File: config.mk
export PLATFORM = sky130hd
export DESIGN_NAME = rand_word_buf
export DESIGN_NICKNAME = d
export VERILOG_FILES = /design/src/rtl/rwb_pkg.sv /design/src/rtl/rwb_csr.sv /design/src/rtl/rwb_gather.sv /design/src/rtl/rwb_rdmux.sv /design/src/rtl/rand_word_buf.sv
export SDC_FILE = /design/constraint.sdc
export NUM_CORES = 1
export LEC_CHECK = 0
export BUFFER_PORTS_ARGS = -buffer_cell sky130_fd_sc_hd__buf_2
export CORE_MARGIN = 10
export CORE_UTILIZATION = 40
export DETAILED_ROUTE_END_ITERATION = 7
export SETUP_SLACK_MARGIN = 0.15
export SYNTH_ARGS = -nofsm -noshare
export SYNTH_HDL_FRONTEND = slang
export SYNTH_SLANG_ARGS = --single-unit
File: constraint.sdc
create_clock -name clk -period 7.3 [get_ports clk]
set_input_delay 1.46 -clock clk [delete_from_list [all_inputs] [get_ports clk]]
set_output_delay 1.46 -clock clk [all_outputs]
set_load 0.1 [all_outputs]
File: src/rtl/rwb_pkg.sv
package rwb_pkg;

  localparam int unsigned WORD_W = 32;

  localparam logic [7:0] OFS_STATUS = 8'h10;
  localparam logic [7:0] OFS_CTRL   = 8'h14;
  localparam logic [7:0] OFS_CFG    = 8'h18;
  localparam logic [7:0] OFS_REV    = 8'h7C;

  localparam int unsigned ST_READY_BIT = 0;
  localparam int unsigned ST_TMO_BIT   = 1;
  localparam int unsigned CTRL_EN_BIT  = 10;

  typedef struct packed {
    logic        enable;
    logic [15:0] max_cyc;
    logic [7:0]  min_cyc;
  } rwb_cfg_t;

  function automatic logic [31:0] rev_word(input logic [3:0] maj,
                                           input logic [3:0] mnr,
                                           input logic [3:0] pat);
    return {4'h0, maj, mnr, pat, 16'h0000};
  endfunction

  function automatic logic [31:0] cfg_word(input logic [15:0] mx,
                                           input logic [7:0]  mn);
    return {mx, 8'h00, mn};
  endfunction

  function automatic logic [31:0] ctrl_word(input logic en);
    return {21'h0, en, 10'h000};
  endfunction

  function automatic logic [31:0] status_word(input logic rdy, input logic tmo);
    return {30'h0, tmo, rdy};
  endfunction

  // saturating refill cycle counter step
  function automatic logic [15:0] cyc_next(input logic [15:0] c);
    return (c == 16'hFFFF) ? c : c + 16'd1;
  endfunction

  function automatic logic min_met(input logic [15:0] c, input logic [7:0] mn);
    return c >= {8'h00, mn};
  endfunction

  function automatic logic max_reached(input logic [15:0] c, input logic [15:0] mx);
    return c >= mx;
  endfunction

endpackage

File: src/rtl/rwb_csr.sv
module rwb_csr
  import rwb_pkg::*;
#(
  parameter logic [15:0] MAX_RST = 16'hFFFF,
  parameter logic [7:0]  MIN_RST = 8'h00
) (
  input  logic        clk,
  input  logic        rst_n,
  input  logic        wr_i,
  input  logic [7:0]  addr_i,
  input  logic [31:0] wdata_i,
  output rwb_cfg_t    cfg_o,
  output logic        ack_ready_o,
  output logic        clr_tmo_o
);

  logic wr_ctrl, wr_cfg, wr_status;

  assign wr_ctrl   = wr_i && (addr_i == OFS_CTRL);
  assign wr_cfg    = wr_i && (addr_i == OFS_CFG);
  assign wr_status = wr_i && (addr_i == OFS_STATUS);

  assign ack_ready_o = wr_status && wdata_i[ST_READY_BIT];
  assign clr_tmo_o   = wr_status && wdata_i[ST_TMO_BIT];

  always_ff @(posedge clk or negedge rst_n) begin
    if (!rst_n) begin
      cfg_o.enable  <= 1'b0;
      cfg_o.max_cyc <= MAX_RST;
      cfg_o.min_cyc <= MIN_RST;
    end else begin
      if (wr_ctrl) cfg_o.enable <= wdata_i[CTRL_EN_BIT];
      if (wr_cfg) begin
        cfg_o.max_cyc <= wdata_i[31:16];
        cfg_o.min_cyc <= wdata_i[7:0];
      end
    end
  end

endmodule

File: src/rtl/rwb_gather.sv
module rwb_gather
  import rwb_pkg::*;
#(
  parameter int unsigned TOTAL_BITS = 128,
  localparam int unsigned CNT_W = $clog2(TOTAL_BITS + 1)
) (
  input  logic                  clk,
  input  logic                  rst_n,
  input  logic                  enable_i,
  input  logic                  restart_i,
  input  logic                  clr_tmo_i,
  input  logic [15:0]           max_cyc_i,
  input  logic [7:0]            min_cyc_i,
  input  logic                  bit_vld_i,
  input  logic                  bit_i,
  output logic [TOTAL_BITS-1:0] words_o,
  output logic                  ready_o,
  output logic                  tmo_o,
  output logic                  fill_active_o,
  output logic                  fill_done_o,
  output logic                  tmo_hit_o,
  output logic [CNT_W-1:0]      bit_cnt_o,
  output logic [15:0]           cyc_cnt_o
);

  logic [TOTAL_BITS-1:0] shreg_q;
  logic [TOTAL_BITS-1:0] snap_q;
  logic [CNT_W-1:0]      nbits_q;
  logic [15:0]           cyc_q;
  logic                  rdy_q, tmo_q;
  logic                  full, take_bit;

  assign full          = (nbits_q == CNT_W'(TOTAL_BITS));
  assign fill_active_o = enable_i && !rdy_q;
  assign take_bit      = fill_active_o && bit_vld_i && !full && !restart_i;
  assign fill_done_o   = fill_active_o && full && !restart_i && min_met(cyc_q, min_cyc_i);
  assign tmo_hit_o     = fill_active_o && !full && !restart_i && max_reached(cyc_q, max_cyc_i);

  always_ff @(posedge clk or negedge rst_n) begin
    if (!rst_n) begin
      shreg_q <= '0;
      snap_q  <= '0;
      nbits_q <= '0;
      cyc_q   <= '0;
      rdy_q   <= 1'b0;
      tmo_q   <= 1'b0;
    end else begin
      if (restart_i || !enable_i) begin
        nbits_q <= '0;
        cyc_q   <= '0;
      end else if (fill_active_o) begin
        if (take_bit) begin
          shreg_q <= {shreg_q[TOTAL_BITS-2:0], bit_i};
          nbits_q <= nbits_q + CNT_W'(1);
        end
        cyc_q <= cyc_next(cyc_q);
      end

      if (restart_i) begin
        rdy_q <= 1'b0;
      end else if (fill_done_o) begin
        rdy_q  <= 1'b1;
        snap_q <= shreg_q;
      end

      if (tmo_hit_o)      tmo_q <= 1'b1;
      else if (clr_tmo_i) tmo_q <= 1'b0;
    end
  end

  assign words_o   = snap_q;
  assign ready_o   = rdy_q;
  assign tmo_o     = tmo_q;
  assign bit_cnt_o = nbits_q;
  assign cyc_cnt_o = cyc_q;

endmodule

File: src/rtl/rwb_rdmux.sv
module rwb_rdmux
  import rwb_pkg::*;
#(
  parameter int unsigned NUM_WORDS = 4,
  parameter logic [3:0]  REV_MAJOR = 4'd2,
  parameter logic [3:0]  REV_MINOR = 4'd3,
  parameter logic [3:0]  REV_PATCH = 4'd1,
  localparam int unsigned TOTAL_BITS = NUM_WORDS * WORD_W
) (
  input  logic [7:0]            addr_i,
  input  logic [TOTAL_BITS-1:0] words_i,
  input  logic                  ready_i,
  input  logic                  tmo_i,
  input  rwb_cfg_t              cfg_i,
  output logic [31:0]           rdata_o
);

  always_comb begin
    rdata_o = '0;
    if (addr_i == OFS_STATUS)    rdata_o = status_word(ready_i, tmo_i);
    else if (addr_i == OFS_CTRL) rdata_o = ctrl_word(cfg_i.enable);
    else if (addr_i == OFS_CFG)  rdata_o = cfg_word(cfg_i.max_cyc, cfg_i.min_cyc);
    else if (addr_i == OFS_REV)  rdata_o = rev_word(REV_MAJOR, REV_MINOR, REV_PATCH);
    else begin
      for (int k = 0; k < NUM_WORDS; k++) begin
        if (addr_i == 8'(4 * k)) rdata_o = words_i[WORD_W*k +: WORD_W];
      end
    end
  end

endmodule

File: src/rtl/rand_word_buf.sv
module rand_word_buf
  import rwb_pkg::*;
#(
  parameter int unsigned NUM_WORDS = 4,
  parameter logic [15:0] MAX_RST   = 16'hFFFF,
  parameter logic [7:0]  MIN_RST   = 8'h00,
  parameter logic [3:0]  REV_MAJOR = 4'd2,
  parameter logic [3:0]  REV_MINOR = 4'd3,
  parameter logic [3:0]  REV_PATCH = 4'd1,
  localparam int unsigned TOTAL_BITS = NUM_WORDS * WORD_W,
  localparam int unsigned CNT_W = $clog2(TOTAL_BITS + 1)
) (
  input  logic                  clk,
  input  logic                  rst_n,
  input  logic                  rnd_bit_vld,
  input  logic                  rnd_bit,
  input  logic                  bus_wr,
  input  logic [7:0]            bus_addr,
  input  logic [31:0]           bus_wdata,
  output logic [31:0]           bus_rdata,
  output logic [TOTAL_BITS-1:0] words_o,
  output logic                  ready_o
);

  rwb_cfg_t         cfg;
  logic             ack_ready, clr_tmo;
  logic             tmo_flag, fill_active, fill_done, tmo_hit;
  logic [CNT_W-1:0] bit_cnt;
  logic [15:0]      cyc_cnt;

  rwb_csr #(.MAX_RST(MAX_RST), .MIN_RST(MIN_RST)) u_csr (
    .clk         (clk),
    .rst_n       (rst_n),
    .wr_i        (bus_wr),
    .addr_i      (bus_addr),
    .wdata_i     (bus_wdata),
    .cfg_o       (cfg),
    .ack_ready_o (ack_ready),
    .clr_tmo_o   (clr_tmo)
  );

  rwb_gather #(.TOTAL_BITS(TOTAL_BITS)) u_gather (
    .clk           (clk),
    .rst_n         (rst_n),
    .enable_i      (cfg.enable),
    .restart_i     (ack_ready),
    .clr_tmo_i     (clr_tmo),
    .max_cyc_i     (cfg.max_cyc),
    .min_cyc_i     (cfg.min_cyc),
    .bit_vld_i     (rnd_bit_vld),
    .bit_i         (rnd_bit),
    .words_o       (words_o),
    .ready_o       (ready_o),
    .tmo_o         (tmo_flag),
    .fill_active_o (fill_active),
    .fill_done_o   (fill_done),
    .tmo_hit_o     (tmo_hit),
    .bit_cnt_o     (bit_cnt),
    .cyc_cnt_o     (cyc_cnt)
  );

  rwb_rdmux #(
    .NUM_WORDS (NUM_WORDS),
    .REV_MAJOR (REV_MAJOR),
    .REV_MINOR (REV_MINOR),
    .REV_PATCH (REV_PATCH)
  ) u_rdmux (
    .addr_i  (bus_addr),
    .words_i (words_o),
    .ready_i (ready_o),
    .tmo_i   (tmo_flag),
    .cfg_i   (cfg),
    .rdata_o (bus_rdata)
  );

endmodule

## After elaboration in Yosys (flattened, before gate mapping)

Index checks and enable logic that the tools add are counted.

- Register bits: 307
- Latch bits: 0
- Memory bits (writable): 0
- Memory bits (read-only): 0
- Input port bits: 45
- Output and inout port bits: 161
- Word-level logic and storage cells: 72
- Memories kept: 0

- $add $sub $neg: 2
- Multiply operators: 0
- Divide/modulo/power cells: 0
- Magnitude comparators: 2
- Equality and inequality tests: 10
- Shift-type cells: 0
- Mux-type cells: 18
- Bitwise operators: 2
- Reductions and logical operators: 29

Operators by type and width:

| kind | number |
|---|---|
| $mux W32 | 8 |
| $mux W16 | 3 |
| $eq A8 B5 Y1 const B | 3 |
| $mux W8 | 3 |
| $add A16 B1 Y16 const B | 1 |
| $eq A16 B16 Y1 const B | 1 |
| $eq A8 B4 Y1 const B | 2 |
| $ge A16 B16 Y1 | 1 |
| $ge A16 B8 Y1 | 1 |
| $logic_and A1 B1 Y1 | 15 |
| $add A8 B1 Y8 const B | 1 |
| $eq A8 B3 Y1 const B | 1 |
| $eq A8 B7 Y1 const B | 1 |
| $eq A8 B8 Y1 const B | 1 |
| $logic_not A8 Y1 | 1 |
| $reduce_bool A2 Y1 | 4 |
| $reduce_and A2 Y1 | 3 |
| $logic_not A1 Y1 | 4 |
| $mux W1 | 4 |
| $reduce_and A3 Y1 | 1 |
| $ne A2 B1 Y1 const B | 1 |
| $not A1 Y1 | 2 |
| $logic_or A1 B1 Y1 | 1 |

## Longest topological paths before layout

- Word-level depth: 9
- Depth in mapped cells: 10

## Cells and area by module

Synthesis repeated with hierarchy kept, for this count alone.

- Cell total of the unflattened synthesis: 1013
- Area, all modules: 13910.8 um^2

By module, submodules not included:

| module | times used | cells each | area each (um^2) | sequential area each (um^2) |
|---|---|---|---|---|
| rwb_gather | 1 | 770 | 11473.5 | 7056.8 |
| rwb_rdmux | 1 | 182 | 1327.5 | 0.0 |
| rwb_csr | 1 | 61 | 1109.8 | 645.6 |

## Least setup slack after synthesis

Ideal clock, no wire load.

- Kind: in2out
- Start point: input port bus_addr[7]
- End point: output port bus_rdata[17]
- Data arrival time: 4.211 ns
- Data required time: 5.840 ns
- Setup slack: 1.629 ns
- Stages on the path: 6
- Path buffers: 2
- Cell sequence: nor3_1 -> nand2_1 -> or3_1 -> clkbuf_1 -> clkbuf_1 -> o221ai_1

- Word-level cells in the longest chain between the ends: 9
- Elaborated cells between the ends (all ways): 16
- Those cells by class: 7 x eq/ne; 8 x mux; 1 x reduce/logical

Ends and longest elaborated chain:

| element | RTL line | text |
|---|---|---|
| start: declaration | rand_word_buf.sv:18 | `input logic [7:0] bus_addr,` |
| $logic_not A8 Y1 | rwb_rdmux.sv:26 | `if (addr_i == 8'(4 * k)) rdata_o = words_i[WORD_W*k +: WORD_W];` |
| $mux W32 (4 in series) | rwb_rdmux.sv:26 |  |
| $mux W32 | rwb_rdmux.sv:23 | `else if (addr_i == OFS_REV) rdata_o = rev_word(REV_MAJOR, REV_MINOR, REV_PATCH);` |
| $mux W32 | rwb_rdmux.sv:22 | `else if (addr_i == OFS_CFG) rdata_o = cfg_word(cfg_i.max_cyc, cfg_i.min_cyc);` |
| $mux W32 | rwb_rdmux.sv:21 | `else if (addr_i == OFS_CTRL) rdata_o = ctrl_word(cfg_i.enable);` |
| $mux W32 * | rwb_rdmux.sv:20 | `if (addr_i == OFS_STATUS) rdata_o = status_word(ready_i, tmo_i);` |
| end: declaration | rand_word_buf.sv:20 | `output logic [31:0] bus_rdata,` |

Every way passes the cells marked *; elsewhere a longest branch is shown, timed or not.

## Worst setup path after layout

- Start point: input port bus_addr[7]
- End point: output port bus_rdata[21]

Same word-level chain as after synthesis.

==> flow_metrics.tcl <==
set metrics [dict create \
    area_delta_synth_final_pct 18.5 \
    die_area_um2 43300 \
    cts_setup_buffers 0 \
    wl_met2_mm 17.1 \
    rrSetupSlack_ns 4.15 \
    multi_input_area_um2 5960 \
    peakVddDrop_v 0.000151 \
    crit_fanout 21 \
    yosys_register_bits 307 \
    cts_resized 0 \
    cts_buffers 36 \
    combPwrFrac 0.039 \
    synth_top_area_cell "dfrtp_1" \
    async_reset_ff_frac 1.00 \
    netlist_top_cells_area "dfrtp_1 (51%), mux2_4 (12%), mux2_2 (8.1%)" \
    whs_ns 0.507 \
    p_seq_frac 0.461 \
    path_clk_slew_ns 0.05 \
    synth_cells 999 \
    grt_pass1_vias 9262 \
    portBuffers 198 \
    grt_antenna_before_repair 0 \
    fin_skew_ns 0.0132 \
    cp-endpoint "bus_rdata[21]" \
    top_layer "met4" \
    status "finished clean" \
    grt_max_degree 164 \
    synth_top_cells_by_count "dfrtp_1 (291), mux2_4 (109), mux2_2 (102)" \
    maxCapViolations 0 \
    startpoint "bus_addr[7]" \
    ant_nets 0 \
    gp_congestion 0.812 \
    wl_met3_mm 1.85 \
    rsz0062_at_grt "no" \
    cts_root_buf "clkbuf_16" \
    worstMarginPinSlew_ns 1.11 \
    internal-power_w 0.00293 \
    p_per_area_nw_per_um2 224 \
    seqCellArea_um2 7700 \
    maxSlewHeadroom 0.260 \
    fin_crit_sh 0.770 \
    synth_area_um2 14200 \
    p_total_w 0.00376 \
    clkSinkCount 307 \
    fin_area_um2 16800 \
    swShare 0.221 \
    synth_area_per_cell_um2 14.2 \
    wl_per_cell_um 22.0 \
    initial_utilization 0.408 \
    finalSetupViolCount 0 \
    yosys_warnings 0 \
    ctsHoldBuffers 0 \
    num_vias 8884 \
    end_kind "output port" \
    pin_count 206 \
    antenna_cells 0 \
    finalHoldViolCount 0 \
    drtIter0Drc 472 \
    post-dp-hpwl_mm 25.8 \
    core.rowCount 68 \
    die_w_um 208 \
    grt_pass1_wl_mm 57.9 \
    seq_area_frac_synth 0.544 \
    critPathArrivalTime_ns 4.16 \
    r2r_start "u_gather.bit_cnt_o[4]" \
    p_leak_nw 8.56 \
    firstDrtPassIters 5 \
    clk_latency_ns 0.52 \
    wirelength_mm 36.8 \
    fill_cells 3143 \
    htree_levels 2 \
    required_ns 5.84 \
    tns_ns 0 \
    num-nets-final 1265 \
    r2r_end "u_gather.words_o[11]" \
    path_class "in2out" \
    power.switching_w 0.000832 \
    dpl_cell_area_um2 15500 \
    clockBufferDepth 3 \
    holdCritPathClass "reg2reg" \
    drc_errors 0 \
    fmax_ghz 0.178 \
    syn_nets 1071 \
    die_h_um 208 \
    finalCriticalPeriod_ns 5.62 \
    synth_edf_count 0 \
    drive_above_1_share 0.416 \
    post-synth-top-count-cell "dfrtp_1" \
    synth_top_area_share 0.514 \
    synthDistinctLibCells 56 \
    grt_usage 0.167 \
    wirelength_met1_mm 17.3 \
    via_per_inst 5.30 \
    cts_tree "built" \
    core_um2 34700 \
    drv_slew 0 \
    r2r_cells 6 \
    ys.flop_type "dfrtp_1" \
    p_clk_frac 0.500 \
    overflow 0 \
    setup.worst_path.start_class "input pin" \
]
cell families (layout without fill, tap and decap cells):
| family | count (synthesis) | count (layout) | share of synthesized area |
|---|---|---|---|
| AO/OA/AOI/OAI | 111 | 111 | 0.0577 |
| XOR/XNOR | 17 | 17 | 0.0105 |
| adder cells (fa/ha/maj) | 27 | 27 | 0.0239 |
| buffers and inverters | 90 | 311 | 0.0361 |
| flip-flops | 307 | 307 | 0.544 |
| multiplexers | 324 | 324 | 0.284 |
| AND/OR/NAND/NOR | 123 | 123 | 0.0438 |
cell usage in the layout (no fill, tap or decap), types with 6 or more instances in the layout:
cell type,count
o21ai_0,15
o221ai_1,18
a22oi_1,12
nand2_1,29
dfrtp_1,291
a221oi_1,8
mux2i_1,42
mux2_4,109
clkinv_2,6
buf_2,196
nand3_1,20
dfstp_2,16
a21o_1,7
a211oi_1,8
xnor2_1,15
a21oi_1,20
inv_1,33
mux2_1,70
ha_1,27
clkbuf_1,7
mux2_2,102
nor2_1,33
buf_4,12
clkbuf_16,37
stage by stage:
| step | cells | worst slack, ns | util |
|---|---|---|---|
| floorplan | 999 | 1.63 | - |
| global placement | 1610 | 1.59 | 0.447 |
| detailed placement | 1610 | 1.57 | 0.447 |
| CTS | 1675 | 1.56 | 0.483 |
| global route | 1675 | 1.48 | 0.483 |
| finish | 1675 | 1.68 | 0.483 |
power by group through the flow:
stage	logic (W)	clock network [W]	registers, W
6_report	0.000148	0.00188	0.00173
3_5_place_dp	0.000152	0	0.00176
3_3_place_gp	0.000151	0	0.00176
5_1_grt	0.000165	0.00200	0.00173
2_1_floorplan	0.0000844	0	0.00175
4_1_cts	0.000153	0.00193	0.00173
state kept, by name, summed over array words and instances (netlist names):
signal	count
u_gather.shreg_q	128
u_gather.bit_cnt_o	8
u_csr.cfg_o	25
u_gather.cyc_cnt_o	16
u_gather.words_o	128
u_gather.ready_o	1
u_gather.tmo_o	1
critical path, cell delays in order:
cell     delay (ns)
buf_2          0.11
nor3_1         0.53
and3_1         0.89
a22oi_1        0.14
o21ai_0        0.39
o22a_1         0.19
buf_2          0.44
worst min path at each step:
stage,from,to,slack [ns],depth (start not counted)
2_1_floorplan,u_gather.tmo_o,u_gather.tmo_o,0.47,2
3_3_place_gp,u_gather.shreg_q[127],u_gather.words_o[127],0.49,1
3_5_place_dp,u_gather.shreg_q[127],u_gather.words_o[127],0.50,1
4_1_cts,u_gather.shreg_q[127],u_gather.words_o[127],0.51,1
5_1_grt,u_gather.shreg_q[88],u_gather.shreg_q[89],0.53,1
6_report,u_gather.shreg_q[127],u_gather.words_o[127],0.51,1
routing by layer:
layer,up-vias,global-route usage
met2,218,0.260
met4,0,0.0396
met3,43,0.0352
met1,4602,0.232
met5,-,0
li1,4021,-
final cells by class:
class,count,area share
multi-input cells,602,0.356
well taps,455,0.0339
clock inverters,16,0.0133
inverters,33,0.00739
flip-flops and latches,307,0.459
repair buffers,213,0.0695
clock buffers,49,0.0609
Note: power is estimated with default switching activity, not from simulation.
